## src/rtl/vdac_pkg.sv

```systemverilog
package vdac_pkg;

  // Which channel receives the sync term
  typedef enum logic [1:0] {
    SYNC_TO_RED   = 2'd0,
    SYNC_TO_GREEN = 2'd1,
    SYNC_TO_BLUE  = 2'd2,
    SYNC_TO_NONE  = 2'd3
  } sync_route_e;

  // Controls that travel in step with a pixel
  typedef struct packed {
    logic sync_n;
    logic blank_n;
    logic white;
  } vid_ctl_t;

  // Bits needed to hold the highest possible level
  function automatic int level_width(int data_w, int ped, int syn);
    int top_level;
    top_level = (1 << data_w) - 1 + ped + syn;
    return $clog2(top_level + 1);
  endfunction

  // Composite level: pixel term and pedestal gated by blank, plus sync term
  function automatic int level_of(int code, logic blank_n, logic white,
                                  logic sync_n, bit carries, int full,
                                  int ped, int syn);
    int pix;
    int lvl;
    pix = white ? full : code;
    lvl = blank_n ? (pix + ped) : 0;
    if (carries && sync_n) lvl = lvl + syn;
    return lvl;
  endfunction

endpackage

```

## src/rtl/vdac_stage_line.sv

```systemverilog
module vdac_stage_line #(
  parameter int W      = 27,
  parameter int STAGES = 1
) (
  input  logic         clk,
  input  logic         rst_n,
  input  logic         hold,
  input  logic [W-1:0] d,
  output logic [W-1:0] q
);
  generate
    if (STAGES == 0) begin : g_pass
      assign q = d;
    end else begin : g_regs
      logic [W-1:0] stage_q [STAGES];
      always_ff @(posedge clk or negedge rst_n) begin
        if (!rst_n) begin
          for (int i = 0; i < STAGES; i++) stage_q[i] <= '0;
        end else if (!hold) begin
          stage_q[0] <= d;
          for (int i = 1; i < STAGES; i++) stage_q[i] <= stage_q[i-1];
        end
      end
      assign q = stage_q[STAGES-1];
    end
  endgenerate
endmodule

```

## src/rtl/vdac_level_calc.sv

```systemverilog
module vdac_level_calc #(
  parameter int DATA_W       = 8,
  parameter int OUT_W        = 9,
  parameter int PED_UNITS    = 21,
  parameter int SYNC_UNITS   = 111,
  parameter bit CARRIES_SYNC = 1'b0
) (
  input  logic [DATA_W-1:0] code,
  input  vdac_pkg::vid_ctl_t ctl,
  output logic [OUT_W-1:0]  level
);
  localparam int FULL = (1 << DATA_W) - 1;

  always_comb begin
    level = OUT_W'(vdac_pkg::level_of(int'(code), ctl.blank_n, ctl.white,
                                      ctl.sync_n, CARRIES_SYNC, FULL,
                                      PED_UNITS, SYNC_UNITS));
  end
endmodule

```

## src/rtl/vdac_compositor.sv

```systemverilog
module vdac_compositor #(
  parameter int         DATA_W     = 8,
  parameter int         PIPE_DEPTH = 2,
  parameter int         PED_UNITS  = 21,
  parameter int         SYNC_UNITS = 111,
  parameter logic [1:0] SYNC_SEL   = 2'd1,
  parameter int         OUT_W      = vdac_pkg::level_width(DATA_W, PED_UNITS, SYNC_UNITS)
) (
  input  logic              clk,
  input  logic              rst_n,
  input  logic              pwr_down,
  input  logic [DATA_W-1:0] pix_r,
  input  logic [DATA_W-1:0] pix_g,
  input  logic [DATA_W-1:0] pix_b,
  input  logic              sync_n,
  input  logic              blank_n,
  input  logic              force_white,
  output logic [OUT_W-1:0]  lvl_r,
  output logic [OUT_W-1:0]  lvl_g,
  output logic [OUT_W-1:0]  lvl_b
);
  localparam int NCH    = 3;
  localparam int CTL_W  = $bits(vdac_pkg::vid_ctl_t);
  localparam int BUS_W  = NCH * DATA_W + CTL_W;
  localparam int STAGES = PIPE_DEPTH - 1;

  vdac_pkg::vid_ctl_t ctl_in, ctl_d, ctl_q;
  logic [BUS_W-1:0]   bus_in, bus_d;
  logic [DATA_W-1:0]  code_d  [NCH];
  logic [OUT_W-1:0]   level_c [NCH];
  logic [OUT_W-1:0]   level_q [NCH];

  assign ctl_in = '{sync_n: sync_n, blank_n: blank_n, white: force_white};
  assign bus_in = {pix_r, pix_g, pix_b, ctl_in};

  // Delay stages shared by data and controls
  vdac_stage_line #(.W(BUS_W), .STAGES(STAGES)) u_line (
    .clk  (clk),
    .rst_n(rst_n),
    .hold (pwr_down),
    .d    (bus_in),
    .q    (bus_d)
  );

  assign {code_d[0], code_d[1], code_d[2], ctl_d} = bus_d;

  generate
    for (genvar ch = 0; ch < NCH; ch++) begin : g_ch
      vdac_level_calc #(
        .DATA_W      (DATA_W),
        .OUT_W       (OUT_W),
        .PED_UNITS   (PED_UNITS),
        .SYNC_UNITS  (SYNC_UNITS),
        .CARRIES_SYNC(SYNC_SEL == ch)
      ) u_calc (
        .code (code_d[ch]),
        .ctl  (ctl_d),
        .level(level_c[ch])
      );
    end
  endgenerate

  // Output register; the control copy is kept for the checker
  always_ff @(posedge clk or negedge rst_n) begin
    if (!rst_n) begin
      for (int ch = 0; ch < NCH; ch++) level_q[ch] <= '0;
      ctl_q <= '0;
    end else if (!pwr_down) begin
      for (int ch = 0; ch < NCH; ch++) level_q[ch] <= level_c[ch];
      ctl_q <= ctl_d;
    end
  end

  // Power-down zeroes the outputs without a clock
  assign lvl_r = pwr_down ? '0 : level_q[0];
  assign lvl_g = pwr_down ? '0 : level_q[1];
  assign lvl_b = pwr_down ? '0 : level_q[2];
endmodule

```

## config.mk

```make
export PLATFORM = sky130hd
export DESIGN_NAME = vdac_compositor
export DESIGN_NICKNAME = d
export VERILOG_FILES = /design/src/rtl/vdac_pkg.sv /design/src/rtl/vdac_stage_line.sv /design/src/rtl/vdac_level_calc.sv /design/src/rtl/vdac_compositor.sv
export SDC_FILE = /design/constraint.sdc
export NUM_CORES = 1
export LEC_CHECK = 0
export BUFFER_PORTS_ARGS = -buffer_cell sky130_fd_sc_hd__buf_2
export CORE_ASPECT_RATIO = 1.75
export CORE_MARGIN = 1
export CORE_UTILIZATION = 40
export DETAILED_ROUTE_END_ITERATION = 8
export PLACE_DENSITY_LB_ADDON = 0.25
export SETUP_SLACK_MARGIN = 0.1
export SYNTH_ARGS = -nofsm -noshare
export SYNTH_HDL_FRONTEND = slang
export SYNTH_SLANG_ARGS = --single-unit
```

## constraint.sdc

```tcl
create_clock -name clk -period 7.7 [get_ports clk]
set_input_delay 0.385 -clock clk [delete_from_list [all_inputs] [get_ports clk]]
set_output_delay 0.385 -clock clk [all_outputs]
set_load 0.01 [all_outputs]
```

==> flow_summary.toml, run 1 <==
[synth]
post-synth-top-count-cell = "dfrtp_1"
synthAdderAreaFrac = 0.01320
synth_edf_count = 0
synthSimpleGateAreaFrac = 0.1699
synthFlopType = "dfrtp_1"
ys_types = 38
async_flop_share = 1.000
synth_area_leaders = "dfrtp_1 48%, mux2_2 11%, nor2b_1 6.8%"
syn_nets = 310
syn_inst = 277
synth.mux.area_fraction = 0.1215
synth_compound_area_frac = 0.1338
synthXorXnorAreaFrac = 0.06162
ys_ff_latch = 54
yosysWarnings = 0
syn-cell-area_sq_mm = 0.002843
ys_seq_area_frac = 0.4754
synth_common_cells = "54 x dfrtp_1, 31 x nor2b_1, 30 x nand2_1, 28 x mux2_2, 15 x o21ai_0"
syn_avg_cell_area_sq_um = 10.26
netlist.area_leader.share = 0.4754
yosys.area.top_type = "dfrtp_1"
synth_top_family_by_area = "simple AND/OR/NAND/NOR gates"

[placement]
io_buffers = 56
gp_congestion = 0.8558
dp_hpwl_mm = 3.646

[floorplanning]
rows = 40
pin_count = 57
core_sq_mm = 0.006857
die_w_microns = 65.73
fp.dieH_microns = 113.5
die_area_sq_mm = 0.007461
start_util = 0.4146

[global_routing]
grt_pass1_vias = 1938
antenna_found_initial = 0
grt_max_degree = 99
grt_first_pass_wirelength_mm = 9.032
grtUsageTotal = 0.1546
grt_overflow_total = 0

[pwr]
ir_drop_v = 0.0001508
p_leak_nw = 1.539
report.power.total_w = 0.0007376
p_per_area_mw_per_mm2 = 220.8

[sta]
min_period_ns = 2.631
hold_violations = 0
maxSlewHeadroom = 0.3577
max_freq_ghz = 0.3801
rsz0062_at_grt = "false"
setup_viol = 0
worst_pin_slew_ns = 0.9635
fin_tns_setup_ns = 0
finClkSkew_ns = 0.007042
finalCritPeriodShare = 0.3417
slew_viol_final = 0

[worst_setup_path]
startpoint_type = "flip-flop"
crit_type = "reg -> reg"
cp.depth = 8
required_ns = 7.84
cp_max_fo = 24
critPathSlowestCell = "dfrtp_1"
crit_arrival_ns = 2.77
cp-end-kind = "flip-flop"
max_stage_delay_ns = 0.75
reg2reg_depth = 8
cp_top_family = "flip-flops"
crit_chain = "or2_2 > ha_1 > or3b_1 > a221o_1 > o211ai_2 > a31oi_1 > xnor2_1 > o21ai_1"
worst-path-buf-inv = 0

[clock_tree]
clock_path_buffers = 2
cts.repair.resized = 0
clockRootBuffer = "clkbuf_16"
cts_tree = "built"
cts_inserted_buffers = 5
cts_max_level = 2
clk_latency_ns = 0.29
clk_pin_slew_worst_paths_ns = 0.07
ctsHoldBuffers = 0
cts_setup_buffers = 0
cts.sinks = 54

[routing]
first_pass_iters = 4
wirelength_mm = 5.271
vias = 2045
avgRoutedWirePerCell_microns = 12.79
drc = 0
vias_per_cell = 4.964
ant_nets = 0
dr.first_iter.drc_count = 89

[cells_and_area]
final_nets = 360
nFillCells = 664
n_antenna_cell = 0
syn2layout_area_growth_pct = 17.52
drive_above_1_share = 0.3110

[run_status]
status = "finished, final reports clean"

[hold_path]
hp-class = "in -> async"

[run]
cap_viol_max_count = 0
## cell families (layout without fill, tap and decap cells)
logic type	after synthesis	in the layout
multiplexers	31	31
buffers and inverters	18	69
adder cells (fa/ha/maj)	3	3
AND/OR/NAND/NOR	94	94
XOR/XNOR	20	20
flip-flops	54	54
AO/OA/AOI/OAI	57	57
## path summary, 6_finish.rpt
path	startpoint	end	slack, ns
min in group clk	pix_b[6]	u_line.q[9]	0.32
max reg2reg	u_line.q[0]	level_q[16]	5.07
min reg2reg	level_q[11]	level_q[11]	0.48
max	u_line.q[0]	level_q[16]	5.07
min	rst_n	u_line.q[10]	0.20
max in group asynchronous	rst_n	level_q[14]	7.06
## worst reg2reg max path, stage by stage, from the launching register on
cell and delay, ns:
dfrtp_1 0.75, or2_2 0.24, ha_1 0.21, or3b_1 0.38, a221o_1 0.34, o211ai_2 0.21
a31oi_1 0.13, xnor2_1 0.15, o21ai_1 0.07
## final cells by class
class,instances,area [sq um],share of cell area
multi-input cells,205,1421,0.4255
flip-flops and latches,54,1351,0.4045
repair buffers,58,295.3,0.08839
clock buffers,6,138.9,0.04157
well taps,84,105.1,0.03146
clock inverters,2,17.52,0.005243
inverters,3,11.26,0.003371
## report_power, final
part           switching, W  internal, W
sequential        0.0000330     0.000319
clock              0.000100     0.000131
combinational     0.0000740    0.0000805
total              0.000207     0.000531
## metrics by stage
step	hold slack (ns)	util	cells	setup WS (ns)	instance area, sq um
floorplan	0.08941	-	277	5.277	2843
global placement	0.4615	0.4644	404	5.156	3184
detailed placement	0.4658	0.4644	404	5.074	3184
CTS	0.2385	0.4872	412	5.050	3341
global route	0.2676	0.4872	412	4.827	3341
finish	0.2037	0.4872	412	5.069	3341
## routing by layer
layer	up-vias	share of wire	global-route usage
li1	1051	-	-
met1	945	0.46	0.2010
met2	44	0.48	0.2531
met3	5	0.042	0.02700
met4	0	0.015	0.05652
met5	-	0	0
## registers in the layout (all words and copies together) (netlist names)
register,flops
u_line.q,27
level_q,27
## layout by cell type (no fill, tap or decap), types with 2 or more instances in the layout
| cell type | netlist | final |
|---|---|---|
| o21ai_1 | 6 | 6 |
| buf_2 | 2 | 56 |
| o31ai_1 | 4 | 4 |
| mux2i_1 | 3 | 3 |
| a211oi_1 | 2 | 2 |
| a21oi_1 | 8 | 8 |
| nand2_1 | 30 | 30 |
| or3b_1 | 2 | 2 |
| a22o_1 | 8 | 8 |
| nand2b_1 | 5 | 5 |
| xnor2_1 | 14 | 14 |
| dfrtp_1 | 54 | 54 |
| buf_4 | 0 | 2 |
| clkbuf_16 | 0 | 5 |
| nor2b_1 | 31 | 31 |
| o21a_1 | 2 | 2 |
| nor2_1 | 14 | 14 |
| xor2_1 | 6 | 6 |
| inv_1 | 3 | 3 |
| a41oi_1 | 2 | 2 |
| o21ai_0 | 15 | 15 |
| clkinv_4 | 0 | 2 |
| ha_1 | 3 | 3 |
| mux2_2 | 28 | 28 |
| or2_2 | 7 | 7 |
| a31oi_1 | 2 | 2 |
(Power assumes the default switching activity.)
==> run 2: changes to the inputs <==
Clock period 7.7 ns to 2.55 ns, I/O delays scaled along.
==> run 2 against run 1 <==
Compared with the run above:
- clock power grew to 2.9 times the previous value
- critical path depth did not move
- die area unchanged
- final area rose by 1.5%
- clock skew down 0.00066 ns
- non-clock buffer count rose by 6
- final cell count is 1.5% higher
- count of clock-buffer cells in the layout decreased by 1
- register-to-register slack worse by 4.7 ns
- combinational power rose to 3.2 times the previous value
- sequential cell count did not move
==> flow_summary.toml, run 2 (synthesized netlist as in run 1, its figures left out) <==
[cells_and_area]
drive_above_1_share = 0.3204
final_nets = 366
syn2layout_area_growth_pct = 19.28
n_antenna_cell = 0
layout_common_cells = "56 x buf_2, 54 x dfrtp_1, 31 x nor2b_1"
fin_util = 0.4945
final_common_cell = "buf_2"

[run]
cap_viol_max_count = 0

[floorplanning]
rows = 40
fp.dieH_microns = 113.5
pin_count = 57
die_w_microns = 65.73
start_util = 0.4146
die_area_sq_mm = 0.007461
core_sq_mm = 0.006857

[worst_setup_path]
cp_max_fo = 5
r2r_slack_ns = 0.32
max_stage_delay_ns = 0.40
r2r_end = "level_q[17]"
worst-path-buf-inv = 0
startpoint_type = "flip-flop"
required_ns = 2.77
regToRegStartpoint = "u_line.q[0]"
cp-end-kind = "flip-flop"
critPathSlowestCell = "dfrtp_1"
cp_top_family = "compound AO/OA/AOI/OAI gates"
critPathMostFrequentCell = "o21ai_1"
crit_type = "reg -> reg"
reg2reg_depth = 8
crit_chain = "or2_2 > ha_1 > o21a_1 > o21ai_1 > mux2i_1 > a31oi_1 > xor2_1 > o21ai_1"
crit_arrival_ns = 2.45

[pwr]
ir_drop_v = 0.0005407
p_leak_nw = 1.565
p_per_area_mw_per_mm2 = 653.6
report.power.total_w = 0.002216

[sta]
finalCritPeriodShare = 0.8731
fin_tns_setup_ns = 0
rsz0062_at_grt = "false"
maxSlewHeadroom = 0.5517
fin_ws_ns = 0.3235
finClkSkew_ns = 0.006384
worst_pin_slew_ns = 0.6724
max_freq_ghz = 0.4491
setup_viol = 0
slew_viol_final = 0
min_period_ns = 2.227
hold_violations = 0

[global_routing]
grt_first_pass_wirelength_mm = 9.273
grt_overflow_total = 0
grt_pass1_vias = 2042
grt_max_degree = 55
grtUsageTotal = 0.1598
antenna_found_initial = 0

[clock_tree]
clock_path_buffers = 2
cts_max_level = 2
cts_inserted_buffers = 5
clockRootBuffer = "clkbuf_16"
clk_latency_ns = 0.30
clk_pin_slew_worst_paths_ns = 0.07
cts.repair.resized = 0
cts.sinks = 54
cts_tree = "built"

[hold_path]
hp-class = "in -> reg"
hp-start = "pix_r[5]"
min_path_cells = 2
hold_path_end = "u_line.q[24]"

[routing]
first_pass_iters = 4
vias_per_cell = 4.990
drc = 0
avgRoutedWirePerCell_microns = 12.96
dr.first_iter.drc_count = 69
ant_nets = 0
vias = 2086
wirelength_mm = 5.419

[placement]
dp_hpwl_mm = 3.953
io_buffers = 56
dp_slack_ns = 0.3221
gp_congestion = 0.8274

[run_status]
status = "finished, final reports clean"
-- run 2: cell count changes in the layout (fill, tap and decap cells not counted), sizes merged --
cell	previous run	this run
buf	58	63
clkbuf	6	5
clkinvlp	0	1
dlygate4sd3	0	1
-- run 2: layout make-up --
class	count	area, sq um
flip-flops and latches	54	1351
clock inverters	3	21.27
well taps	84	105.1
clock buffers	5	125.1
repair buffers	64	355.3
inverters	3	11.26
fillers	661	3466
multi-input cells	205	1421
-- run 2: metrics by stage --
stage / hold slack, ns / instances / instance area, sq um
final: 0.05529 / 418 / 3391
after detailed placement: 0.2972 / 409 / 3234
after CTS: 0.05415 / 418 / 3391
after global routing: 0.05747 / 418 / 3391
after global placement: 0.2897 / 409 / 3234
after floorplan: -0.1681 / 277 / 2843
-- run 2: worst max path at each step --
stage,start,to,slack [ns],cells after the start
floorplan,u_line.q[0],level_q[16],0.13,10
global placement,u_line.q[0],level_q[15],0.41,8
detailed placement,u_line.q[0],level_q[16],0.32,8
CTS,u_line.q[0],level_q[16],0.31,8
global route,u_line.q[0],level_q[17],0.18,8
finish,u_line.q[0],level_q[17],0.32,8
-- run 2: where the power goes --
group / total, W / internal [W] / switching [W]
Combinational: 0.000495 / 0.000255 / 0.000240
Sequential: 0.00105 / 0.000965 / 0.0000861
Clock: 0.000670 / 0.000364 / 0.000306
-- run 2: repair_timing --
action,4_1_cts,5_1_grt
hold buffers,1,0
endpoints found under the hold margin,54,0
setup endpoints to repair,0,0
setup buffers,0,0
-- run 2: routing by layer --
| metal | GRT usage | part of all wire |
|---|---|---|
| met5 | 0 | 0 |
| met4 | 0.07536 | 0.020 |
| met3 | 0.02700 | 0.046 |
| met2 | 0.2551 | 0.49 |
| met1 | 0.2073 | 0.45 |
==> run 3: changes to the inputs <==
Settings changed: CORE_UTILIZATION 40 to 50.
==> run 3 against run 2 <==
Compared with the run above:
- sequential cell count unchanged
- sequential share of layout area is 0.68 points higher
- final cell count down 2.6%
- critical path depth unchanged
- combinational power hardly changed
- core utilization grew 11 points
- hold slack worse by 0.0034 ns
- clock power down 14%
- largest cell class unchanged
- highest routed layer unchanged
==> flow_summary.toml, run 3 (synthesized netlist as in run 1, its figures left out) <==
[worst_setup_path]
required_ns = 2.74
r2r_slack_ns = 0.22
cp_max_fo = 11
cp-end-kind = "flip-flop"
crit_type = "reg -> reg"
crit_arrival_ns = 2.52
startpoint_type = "flip-flop"

[clock_tree]
clockRootBuffer = "clkbuf_8"
clk_latency_ns = 0.30
cts_tree = "built"
clk_pin_slew_worst_paths_ns = 0.09
cts.sinks = 54
clock_path_buffers = 2
cts_max_level = 2
cts_inserted_buffers = 5

[sta]
finClkSkew_ns = 0.006590
slew_viol_final = 0
maxSlewHeadroom = 0.6260
max_freq_ghz = 0.4301
fin_ws_ns = 0.2248
rsz0062_at_grt = "true"
min_period_ns = 2.325
hold_violations = 0
finalCritPeriodShare = 0.9118
whs_ns = 0.05189
worst_pin_slew_ns = 0.5590
fin_tns_setup_ns = 0
setup_viol = 0

[run_status]
status = "finished, final reports clean"

[routing]
wl_met2_mm = 2.759
drc = 0
avgRoutedWirePerCell_microns = 12.98
drt-met1-wl_mm = 2.271
ant_nets = 0
vias_per_cell = 5.246
wirelength_mm = 5.282
first_pass_iters = 4
vias = 2135
dr.first_iter.drc_count = 57
wl_met3_microns = 148
dr.max_layer_used = "met4"

[hold_path]
hp-class = "in -> reg"

[cells_and_area]
drive_above_1_share = 0.3202
layout_common_cells = "56 x buf_2, 53 x dfrtp_1, 31 x nor2b_1"
n_antenna_cell = 0
final_common_cell = "buf_2"
nFillCells = 518
syn2layout_area_growth_pct = 17.39
fin_util = 0.6023
final_nets = 364

[floorplanning]
start_util = 0.5131
core_sq_mm = 0.005540
rows = 36
fp.dieH_microns = 101.7
die_w_microns = 59
pin_count = 57
die_area_sq_mm = 0.006003

[placement]
dp_slack_ns = 0.1979
dp_hpwl_mm = 3.956
io_buffers = 56
gp_congestion = 0.7856

[pwr]
p_per_area_mw_per_mm2 = 635.9
p_leak_nw = 1.538
ir_drop_v = 0.0003957

[global_routing]
grt_max_degree = 54
grtUsageTotal = 0.1922
antenna_found_initial = 0
grt_first_pass_wirelength_mm = 8.790
grt_overflow_total = 0
grt_pass1_vias = 2016

[run]
cap_viol_max_count = 0
-- run 3: per-stage QoR --
stage / instance area [sq um] / cells / power [W]
after floorplan: 2843 / 277 / 0.001407
after global placement: 3209 / 399 / 0.001549
after detailed placement: 3209 / 399 / 0.001566
after CTS: 3332 / 407 / 0.002141
after global routing: 3337 / 407 / 0.002251
final: 3337 / 407 / 0.002122
-- run 3: final timing paths --
check,startpoint,to,cells after the start
setup / recovery,u_line.q[0],level_q[17],8
hold / removal,pix_r[7],u_line.q[26],2
setup reg to reg,u_line.q[0],level_q[17],8
hold reg to reg,level_q[20],level_q[20],2
min in group asynchronous,rst_n,level_q[24],2
max in group asynchronous,rst_n,u_line.q[0],3
-- run 3: critical path, cell delays in order (launching register included) --
cell and delay [ns]:
dfrtp_2 0.47, or2_2 0.32, ha_1 0.24, o21a_1 0.22
o21ai_1 0.26, mux2i_2 0.32, a31oi_1 0.14, xor2_1 0.17
o21ai_1 0.07
-- run 3: timing repair --
action / 4_1_cts / 5_1_grt
endpoints found under the hold margin: 22 / 0
setup buffers: 0 / 0
setup endpoints to repair: 0 / 4
resized for setup: 0 / 2
hold buffers: 1 / 0
-- run 3: layout make-up --
type                       count  area (sq um)  area share
tap                           76         95.09     0.02850
inverter                       3         11.26    0.003375
timing repair buffer          62         340.3      0.1020
clock inverter                 1         30.03    0.008999
multi-input combinational    205          1425      0.4271
sequential                    54          1353      0.4053
clock buffer                   6         82.58     0.02475
-- run 3: per-layer routing --
| metal | vias to the layer above | global-route usage |
|---|---|---|
| li1 | 1055 | - |
| met1 | 1023 | 0.2211 |
| met2 | 48 | 0.3470 |
| met3 | 9 | 0.03065 |
| met4 | 0 | 0.07509 |
| met5 | - | 0 |
-- run 3: power by group --
group | switching (W) | leakage [nW] | total (W) | internal [W]
clock | 0.000262 | 0.0573 | 0.000576 | 0.000314
sequential | 0.0000888 | 0.665 | 0.00105 | 0.000964
combinational | 0.000240 | 0.816 | 0.000493 | 0.000253
